==> config.mk <==
export PLATFORM = sky130hd
export DESIGN_NAME = dom_eint_summary
export DESIGN_NICKNAME = d
export VERILOG_FILES = /design/src/rtl/sdei_pkg.sv /design/src/rtl/sdei_fold.sv /design/src/rtl/sdei_active_fwd.sv /design/src/rtl/sdei_csr_file.sv /design/src/rtl/dom_eint_summary.sv
export SDC_FILE = /design/constraint.sdc
export NUM_CORES = 1
export LEC_CHECK = 0
export ABC_AREA = 1
export CAP_MARGIN = 0
export CELL_PAD_IN_SITES_DETAIL_PLACEMENT = 1
export CELL_PAD_IN_SITES_GLOBAL_PLACEMENT = 2
export CORE_MARGIN = 2
export CORE_UTILIZATION = 16
export CTS_BUF_LIST = sky130_fd_sc_hd__clkbuf_4 sky130_fd_sc_hd__clkbuf_8 sky130_fd_sc_hd__clkbuf_16
export DETAILED_ROUTE_END_ITERATION = 7
export PLACE_DENSITY_LB_ADDON = 0.1
export SYNTH_ARGS = -nofsm -noshare
export SYNTH_HDL_FRONTEND = slang
export SYNTH_SLANG_ARGS = --single-unit
==> constraint.sdc <==
create_clock -name clk -period 3.05 [get_ports clk]
set_input_delay 0.4575 -clock clk [delete_from_list [all_inputs] [get_ports clk]]
set_output_delay 0.4575 -clock clk [all_outputs]
set_load 0.005 [all_outputs]
==> src/rtl/sdei_pkg.sv <==
package sdei_pkg;

   localparam int unsigned REG_W = 64;

   typedef logic [REG_W-1:0] dvec_t;

   typedef enum logic [2:0] {
      SEL_NONE,
      SEL_PEND,
      SEL_PEND_HI,
      SEL_ENA,
      SEL_ENA_HI
   } csr_sel_e;

   localparam logic [11:0] DEF_ADDR_PEND    = 12'h7D0;
   localparam logic [11:0] DEF_ADDR_PEND_HI = 12'h7D1;
   localparam logic [11:0] DEF_ADDR_ENA     = 12'h7D4;
   localparam logic [11:0] DEF_ADDR_ENA_HI  = 12'h7D5;

   // Bits 1..n set: the controllers that exist.
   function automatic dvec_t impl_mask(input int unsigned n);
      dvec_t m;
      m = '0;
      for (int unsigned i = 1; i < REG_W; i++) begin
         if (i <= n) m[i] = 1'b1;
      end
      return m;
   endfunction

endpackage

==> src/rtl/sdei_fold.sv <==
module sdei_fold
   import sdei_pkg::*;
#(
   parameter int unsigned NCTL = 40,
   parameter int unsigned NVS  = 3
) (
   input  logic                clk,
   input  logic                rst_n,
   input  logic [NCTL-1:0]     ctl_s_pend,
   input  logic [NCTL*NVS-1:0] ctl_vs_pend,
   input  logic [NCTL-1:0]     ctl_has_guest,
   output dvec_t               pend
);

   assign pend[0] = 1'b0;

   for (genvar k = 0; k < NCTL; k++) begin : g_ctl
      logic vs_any;
      assign vs_any      = |ctl_vs_pend[k*NVS +: NVS];
      assign pend[k+1]   = ctl_s_pend[k] | (ctl_has_guest[k] & vs_any);

      // a wired-type controller with its S line low shows no pending
      a_r2_wired_s_only: assert property (@(posedge clk) disable iff (!rst_n)
         (!ctl_has_guest[k] && !ctl_s_pend[k]) |-> !pend[k+1]);
      // any guest line of a guest-capable controller shows as pending
      a_r3_guest_or: assert property (@(posedge clk) disable iff (!rst_n)
         (ctl_has_guest[k] && (ctl_vs_pend[k*NVS +: NVS] != '0)) |-> pend[k+1]);
   end

   if (NCTL < REG_W - 1) begin : g_tail
      assign pend[REG_W-1:NCTL+1] = '0;
   end

endmodule

==> src/rtl/sdei_active_fwd.sv <==
module sdei_active_fwd #(
   parameter int unsigned NCTL  = 40,
   parameter int unsigned NVS   = 3,
   parameter int unsigned SEL_W = 6
) (
   input  logic                clk,
   input  logic                rst_n,
   input  logic [SEL_W-1:0]    act_sel,
   input  logic [NCTL-1:0]     ctl_s_pend,
   input  logic [NCTL*NVS-1:0] ctl_vs_pend,
   input  logic [NCTL-1:0]     ctl_has_guest,
   output logic                act_s_pend,
   output logic [NVS-1:0]      act_vs_pend
);

   localparam logic [SEL_W-1:0] SEL_MAX = SEL_W'(NCTL);

   always_comb begin
      act_s_pend  = 1'b0;
      act_vs_pend = '0;
      for (int k = 0; k < NCTL; k++) begin
         if (SEL_W'(k + 1) == act_sel) begin
            act_s_pend  = ctl_s_pend[k];
            act_vs_pend = ctl_has_guest[k] ? ctl_vs_pend[k*NVS +: NVS] : '0;
         end
      end
   end

   // no controller selected means nothing forwarded
   a_r7_idle_sel: assert property (@(posedge clk) disable iff (!rst_n)
      ((act_sel == '0) || (act_sel > SEL_MAX)) |-> (!act_s_pend && (act_vs_pend == '0)));

endmodule

==> src/rtl/sdei_csr_file.sv <==
module sdei_csr_file
   import sdei_pkg::*;
#(
   parameter int unsigned XLEN         = 32,
   parameter int unsigned NCTL         = 40,
   parameter logic [11:0] ADDR_PEND    = DEF_ADDR_PEND,
   parameter logic [11:0] ADDR_PEND_HI = DEF_ADDR_PEND_HI,
   parameter logic [11:0] ADDR_ENA     = DEF_ADDR_ENA,
   parameter logic [11:0] ADDR_ENA_HI  = DEF_ADDR_ENA_HI
) (
   input  logic            clk,
   input  logic            rst_n,
   input  logic [11:0]     csr_addr,
   input  logic            csr_wr,
   input  logic [XLEN-1:0] csr_wdata,
   input  dvec_t           pend,
   output dvec_t           ena_q,
   output logic [XLEN-1:0] csr_rdata,
   output logic            csr_hit
);

   localparam dvec_t IMPL = impl_mask(NCTL);

   csr_sel_e sel;
   logic     hit_pend_hi, hit_ena_hi;
   dvec_t    ena_d, rd_src;

   // High-half aliases exist only for the narrow register width.
   if (XLEN == 32) begin : g_hi_decode
      assign hit_pend_hi = (csr_addr == ADDR_PEND_HI);
      assign hit_ena_hi  = (csr_addr == ADDR_ENA_HI);
   end else begin : g_no_hi
      assign hit_pend_hi = 1'b0;
      assign hit_ena_hi  = 1'b0;
   end

   always_comb begin
      if (csr_addr == ADDR_PEND)      sel = SEL_PEND;
      else if (csr_addr == ADDR_ENA)  sel = SEL_ENA;
      else if (hit_pend_hi)           sel = SEL_PEND_HI;
      else if (hit_ena_hi)            sel = SEL_ENA_HI;
      else                            sel = SEL_NONE;
   end

   assign csr_hit = (sel != SEL_NONE);

   always_comb begin
      ena_d = ena_q;
      if (csr_wr) begin
         case (sel)
            SEL_ENA:    ena_d[XLEN-1:0]    = csr_wdata;
            SEL_ENA_HI: ena_d[REG_W-1:32]  = csr_wdata[31:0];
            default:    ena_d              = ena_q;
         endcase
      end
      ena_d = ena_d & IMPL;
   end

   always_ff @(posedge clk) begin
      if (!rst_n) ena_q <= '0;
      else        ena_q <= ena_d;
   end

   always_comb begin
      case (sel)
         SEL_PEND:    rd_src = pend;
         SEL_PEND_HI: rd_src = {32'b0, pend[REG_W-1:32]};
         SEL_ENA:     rd_src = ena_q;
         SEL_ENA_HI:  rd_src = {32'b0, ena_q[REG_W-1:32]};
         default:     rd_src = '0;
      endcase
   end

   assign csr_rdata = rd_src[XLEN-1:0];

   // bit 0 of either register never reads as set
   a_r1_bit0_read: assert property (@(posedge clk) disable iff (!rst_n)
      ((csr_addr == ADDR_PEND) || (csr_addr == ADDR_ENA)) |-> !csr_rdata[0]);
   // an enable write lands on the next edge, masked to real controllers
   a_r8_write_lands: assert property (@(posedge clk) disable iff (!rst_n)
      $past(csr_wr && (csr_addr == ADDR_ENA)) |->
         (ena_q[XLEN-1:0] == ($past(csr_wdata) & IMPL[XLEN-1:0])));
   // writing the summary address leaves the enables alone
   a_r9_pend_ro: assert property (@(posedge clk) disable iff (!rst_n)
      $past(csr_wr && (csr_addr == ADDR_PEND)) |-> (ena_q == $past(ena_q)));
   // a missed decode returns zero data
   a_r10_miss_zero: assert property (@(posedge clk) disable iff (!rst_n)
      !csr_hit |-> (csr_rdata == '0));

endmodule

==> src/rtl/dom_eint_summary.sv <==
module dom_eint_summary
   import sdei_pkg::*;
#(
   parameter int unsigned XLEN         = 32,
   parameter int unsigned NCTL         = 40,
   parameter int unsigned NVS          = 3,
   parameter int unsigned SEL_W        = 6,
   parameter logic [11:0] ADDR_PEND    = DEF_ADDR_PEND,
   parameter logic [11:0] ADDR_PEND_HI = DEF_ADDR_PEND_HI,
   parameter logic [11:0] ADDR_ENA     = DEF_ADDR_ENA,
   parameter logic [11:0] ADDR_ENA_HI  = DEF_ADDR_ENA_HI
) (
   input  logic                clk,
   input  logic                rst_n,
   input  logic [NCTL-1:0]     ctl_s_pend,
   input  logic [NCTL*NVS-1:0] ctl_vs_pend,
   input  logic [NCTL-1:0]     ctl_has_guest,
   input  logic [SEL_W-1:0]    act_sel,
   input  logic                s_deleg,
   input  logic [11:0]         csr_addr,
   input  logic                csr_wr,
   input  logic [XLEN-1:0]     csr_wdata,
   output logic [XLEN-1:0]     csr_rdata,
   output logic                csr_hit,
   output logic                m_lpend,
   output logic                s_lpend,
   output logic                act_s_pend,
   output logic [NVS-1:0]      act_vs_pend
);

   initial begin : p_param_chk
      assert (XLEN == 32 || XLEN == 64) else $fatal(1, "XLEN must be 32 or 64");
      assert (NCTL >= 1 && NCTL <= REG_W - 1) else $fatal(1, "NCTL out of range");
      assert (NVS >= 1) else $fatal(1, "NVS must be at least 1");
      assert ((2 ** SEL_W) > NCTL) else $fatal(1, "SEL_W too narrow for NCTL");
   end

   dvec_t pend, ena_q;

   sdei_fold #(.NCTL(NCTL), .NVS(NVS)) u_fold (
      .clk           (clk),
      .rst_n         (rst_n),
      .ctl_s_pend    (ctl_s_pend),
      .ctl_vs_pend   (ctl_vs_pend),
      .ctl_has_guest (ctl_has_guest),
      .pend          (pend)
   );

   sdei_csr_file #(
      .XLEN(XLEN), .NCTL(NCTL),
      .ADDR_PEND(ADDR_PEND), .ADDR_PEND_HI(ADDR_PEND_HI),
      .ADDR_ENA(ADDR_ENA), .ADDR_ENA_HI(ADDR_ENA_HI)
   ) u_csr (
      .clk       (clk),
      .rst_n     (rst_n),
      .csr_addr  (csr_addr),
      .csr_wr    (csr_wr),
      .csr_wdata (csr_wdata),
      .pend      (pend),
      .ena_q     (ena_q),
      .csr_rdata (csr_rdata),
      .csr_hit   (csr_hit)
   );

   sdei_active_fwd #(.NCTL(NCTL), .NVS(NVS), .SEL_W(SEL_W)) u_fwd (
      .clk           (clk),
      .rst_n         (rst_n),
      .act_sel       (act_sel),
      .ctl_s_pend    (ctl_s_pend),
      .ctl_vs_pend   (ctl_vs_pend),
      .ctl_has_guest (ctl_has_guest),
      .act_s_pend    (act_s_pend),
      .act_vs_pend   (act_vs_pend)
   );

   assign m_lpend = |(pend & ena_q);
   assign s_lpend = m_lpend & s_deleg;

   // local pending needs at least one enabled bit
   a_r5_needs_enable: assert property (@(posedge clk) disable iff (!rst_n)
      (ena_q == '0) |-> !m_lpend);
   // supervisor copy is masked by delegation
   a_r6_no_deleg: assert property (@(posedge clk) disable iff (!rst_n)
      !s_deleg |-> !s_lpend);
   a_r6_deleg_copy: assert property (@(posedge clk) disable iff (!rst_n)
      s_deleg |-> (s_lpend == m_lpend));

endmodule

### Word-level counts from Yosys, hierarchy flattened

Cells that the tools add are included.

* flip-flop bits (word level): 40
* input bits: 254
* output and inout bits: 39
* word-level logic and storage cells: 301

* eq/ne operators: 48
* mux-type cells: 125
* bitwise gates (word level): 82
* reductions and logical operators: 44

Operators by type and width (count)
* $mux W3: 84
* $pmux W32 S4: 1
* $reduce_or A3 Y1: 40
* $eq A5 B6 Y1 const A: 16
* $reduce_or A64 Y1: 1
* $eq A6 B6 Y1 const A: 9
* $eq A12 B11 Y1 const B: 4
* $eq A4 B6 Y1 const A: 8
* $and A1 B1 Y1: 41
* $and A41 B41 Y41: 1
* $mux W1: 40
* $or A1 B1 Y1: 40
* $eq A3 B6 Y1 const A: 4
* $eq A2 B6 Y1 const A: 2
* $eq A1 B6 Y1 const A: 1
* $eq A3 B2 Y1 const B: 2
* $reduce_and A2 Y1: 2
* $eq A3 B1 Y1 const B: 1
* $eq A3 B3 Y1 const B: 1
* $reduce_bool A3 Y1: 1

### Logic depth before layout (Yosys ltp)

* word-level depth: 41
* gate-level depth with buffers: 28
* depth with buffers taken out: 28

### By module

A second synthesis with hierarchy kept.

* cell total of the unflattened synthesis: 1302
* area total of the unflattened synthesis: 6296.0 um^2

Modules (own cells, without submodules)
* sdei_csr_file: instances 1, cells an instance 489, area each 2905.3 um^2, sequential area each 800.8 um^2
* sdei_active_fwd: instances 1, cells an instance 418, area each 1815.5 um^2, sequential area each 0.0 um^2
* sdei_fold: instances 1, cells an instance 265, area each 1084.8 um^2, sequential area each 0.0 um^2
* dom_eint_summary: instances 1, cells an instance 130, area each 490.5 um^2, sequential area each 0.0 um^2

### Least setup slack after synthesis

OpenSTA, ideal clock, no wires.

* path kind: input to output
* start: input port act_sel[5]
* end: output port act_vs_pend[1]
* data arrival time: 2.235 ns
* required time: 2.592 ns
* slack: 0.357 ns
* stages on the path: 26
* buffers on the path: 1
* path through: nor2_1 > inv_2 > buf_4 > nor2_1 > nand3_1 > nand4_1 > nand2_1 > nand4_1 > nor2_1 > nand4_1 > nand2_1 > nand3_1 > nand2_1 > nand3_1 > nand2_1 > nand3_1 > nand2_1 > nand4_1 > nand2_1 > nand3_1 > nand2_1 > nand4_1 > nand2_1 > nand3_1 > nand2_1 > nand3_2

* cells in the longest elaborated chain, start to end: 41
* elaborated cells on any way between the ends: 80
* classes of those cells: eq/ne: 40; mux: 40

Ends and longest elaborated chain
* start, declared: line dom_eint_summary.sv:18 `input logic [SEL_W-1:0] act_sel,`
* $eq A1 B6 Y1: line sdei_active_fwd.sv:22 `if (SEL_W'(k + 1) == act_sel) begin`
* $mux W3 (39 in a row): line sdei_active_fwd.sv:22
* $mux W3 *: line sdei_active_fwd.sv:22
* end, declared: line dom_eint_summary.sv:28 `output logic [NVS-1:0] act_vs_pend`

Every way passes the cells marked *; elsewhere a longest branch is shown, timed or not.

### Final worst setup path

* start: input port act_sel[5]
* end: output port act_s_pend

* cells in the longest elaborated chain, start to end: 41
* elaborated cells on any way between the ends: 80
* classes of those cells: eq/ne: 40; mux: 40

Ends and longest elaborated chain
* $eq A1 B6 Y1: line sdei_active_fwd.sv:22
* $mux W1 (39 in a row): line sdei_active_fwd.sv:22
* $mux W1 *: line sdei_active_fwd.sv:22
* end, declared: line dom_eint_summary.sv:27 `output logic act_s_pend,`

Marks and branches as above.

==> flow_metrics.tcl <==
set metrics [dict create \
    fin_crit_ns 3.51 \
    ys_seq_elements 40 \
    worst_setup_path_start_kind "input pin" \
    slowest_delay_ns 0.15 \
    slowest_stage "buf_2" \
    hold_viol 0 \
    ios 293 \
    synth_common_cells "nand2_1 (219), inv_1 (132), nor2_1 (122), nand3_1 (77), o21ai_0 (71)" \
    finClkSkew_ns 0 \
    endpoint_kind "output port" \
    r2r_end "u_csr.ena_q[10]" \
    worst-path-buf-inv 4 \
    diodes 0 \
    min_from "u_csr.ena_q[34]" \
    stdcell_count 1709 \
    viasPerCell 4.39 \
    largest_register "u_csr.ena_q" \
    worstHoldEndpoint "u_csr.ena_q[34]" \
    ir_worst_vdd_v 0.000172 \
    reg_top3 "u_csr.ena_q (40)" \
    drv_slew 0 \
    p_per_area_mw_per_mm2 192 \
    syn_area_mm2 0.00456 \
    synth_area_leaders "nand2_1 (18%), dfxtp_1 (18%), inv_1 (11%)" \
    first_global_vias 7985 \
    die-area_mm2 0.0299 \
    fp.coreArea_mm2 0.0279 \
    gp_congestion 0.809 \
    synthesis.nets 1120 \
    cp_top_family "simple AND/OR/NAND/NOR gates" \
    ys.flop_type "dfxtp_1" \
    rsz0062_at_grt "yes" \
    clockBufferDepth 2 \
    wl_um 28900 \
    firstDrtPassIters 4 \
    r2r_slack_ns 2.42 \
    hp-class "register to register" \
    largest_reg_flops 40 \
    path_class "input pin to output port" \
    clock-sinks 40 \
    ys_types 33 \
    finalCritPeriodShare 1.15 \
    hpwl_um 24800 \
    port_buffers 292 \
    cts-buffers-inserted 5 \
    synth_top_cell_by_area "nand2_1" \
    die_w_um 173 \
    insertion_delay_ns 0.29 \
    drt-wirelength-per-cell_um 16.9 \
    synth_edf_count 0 \
    r2r-start "u_csr.ena_q[10]" \
    required_ns 2.59 \
    pre_cts_slack_ns -1.49 \
    synth_cells 866 \
    htreeDepth 2 \
    synth_top_area_frac 0.180 \
    final-setup-viol-count 4 \
    arrival_ns 3.05 \
    avgSynthCellArea_um2 5.27 \
    grt_pass1_wl_um 44100 \
    leakage_uw 0.00449 \
    max_freq_ghz 0.285 \
    grt_max_degree 48 \
    yosysMostFrequentCell "nand2_1" \
    drv_cap 0 \
    synth.yosys.seq_area_share 0.175 \
    hold_path_depth 2 \
    ant_nets 0 \
    drtIter0Drc 272 \
    critical_path.max_fanout 5 \
    worst_slack_ns -0.462 \
    placed_cells 1688 \
    slew_headroom 0.670 \
    syn_to_final_growth_pct 118 \
    drcViolationCount 0 \
    rows 61 \
    place_area_mm2 0.00919 \
    die_h_um 173 \
    cts_tree "built" \
    rr_worst_depth 2 \
    status "complete, but fails checks" \
    final_nets 1585 \
    finish.instance_area_mm2 0.00996 \
    vias 7500 \
    tightest_slew_ns 0.496 \
    clockRootBuffer "clkbuf_16" \
    grt_usage 0.186 \
    overflow 0 \
    yosys_warnings 0 \
    failed_checks "setup timing" \
    clk_pin_slew_ns 0.06 \
    drive_above_1_share 0.253 \
    ys_async_sr_fraction 0 \
    start_util 0.163 \
    antenna_found_initial 1 \
]
## placed cells by master (no fill, tap or decap), drive strengths merged, types with 5 or more instances in the layout
| cell type | synthesis | routed |
|---|---|---|
| clkdlybuf4s50 | 0 | 234 |
| nand2 | 222 | 222 |
| buf | 3 | 197 |
| inv | 135 | 136 |
| nor2 | 126 | 126 |
| nand3 | 78 | 78 |
| o21ai | 71 | 71 |
| a21oi | 51 | 51 |
| dfxtp | 40 | 40 |
| nand4 | 36 | 36 |
| o22ai | 25 | 25 |
| dlygate4sd2 | 0 | 21 |
| dlymetal6s2s | 0 | 16 |
| or3 | 10 | 10 |
| clkbuf | 15 | 10 |
| nor3 | 7 | 7 |
| a211oi | 7 | 7 |
| a221oi | 7 | 7 |
| nor4 | 6 | 6 |
| a31oi | 5 | 5 |
| clkdlybuf4s15 | 0 | 5 |
| o2111ai | 5 | 5 |
## power breakdown
group | switching [uW] | internal, uW
clock network | 232 | 344
registers | 0.0579 | 522
logic | 335 | 476
## worst register-to-register path, delay by kind of cell, from the launching register on
family,cells,cell delay (ns)
AND/OR/NAND/NOR,2,0.18
flip-flops,1,0.39
## stage by stage
| stage | setup TNS (ns) | hold WS, ns | total power (uW) | util |
|---|---|---|---|---|
| 2_1_floorplan | 0 | 0.439 | 708 | - |
| 3_3_place_gp | -6.69 | 0.465 | 1300 | 0.329 |
| 3_5_place_dp | -6.85 | 0.468 | 1300 | 0.329 |
| 4_1_cts | -2.66 | 0.482 | 1910 | 0.345 |
| 5_1_grt | -3.06 | 0.500 | 2020 | 0.357 |
| 6_report | -1.73 | 0.481 | 1910 | 0.357 |
## routing by layer
| layer | track usage | up-vias | share of wire |
|---|---|---|---|
| met3 | 0.0328 | 9 | 0.046 |
| met4 | 0.0109 | 2 | 0.0043 |
| li1 | - | 3824 | - |
| met2 | 0.340 | 189 | 0.50 |
| met5 | 0 | - | 0.00038 |
| met1 | 0.237 | 3476 | 0.45 |
## cells by family (layout without fill, tap and decap cells)
family,after synthesis,in the layout,share of synthesized area
flops,40,40,0.175
buf+inv,155,620,0.129
simple gates,489,489,0.464
compound gates,182,182,0.231
## cell type report
class | instances | area [um2]
clock buffer | 7 | 153
fill | 3589 | 18000
inverter | 137 | 537
multi-input combinational | 671 | 3620
sequential | 40 | 801
tap | 378 | 473
timing repair buffer | 476 | 4370
## worst max path at each step
stage,start,end,cells past startpoint
5_1_grt,act_sel[0],act_vs_pend[0],27
2_1_floorplan,act_sel[5],act_vs_pend[1],26
3_3_place_gp,act_sel[4],act_s_pend,26
3_5_place_dp,act_sel[4],act_s_pend,26
6_report,act_sel[5],act_s_pend,28
4_1_cts,act_sel[0],act_vs_pend[0],27
## timing repair
item / in CTS / in global routing
gates cloned: 1 / 1
gates resized for setup: 180 / 95
pin swaps: 94 / 92
hold buffers: 0 / 0
endpoints found under the setup margin: 15 / 25
buffers inserted: 7 / 5
Power figures use the tool's default switching activity.
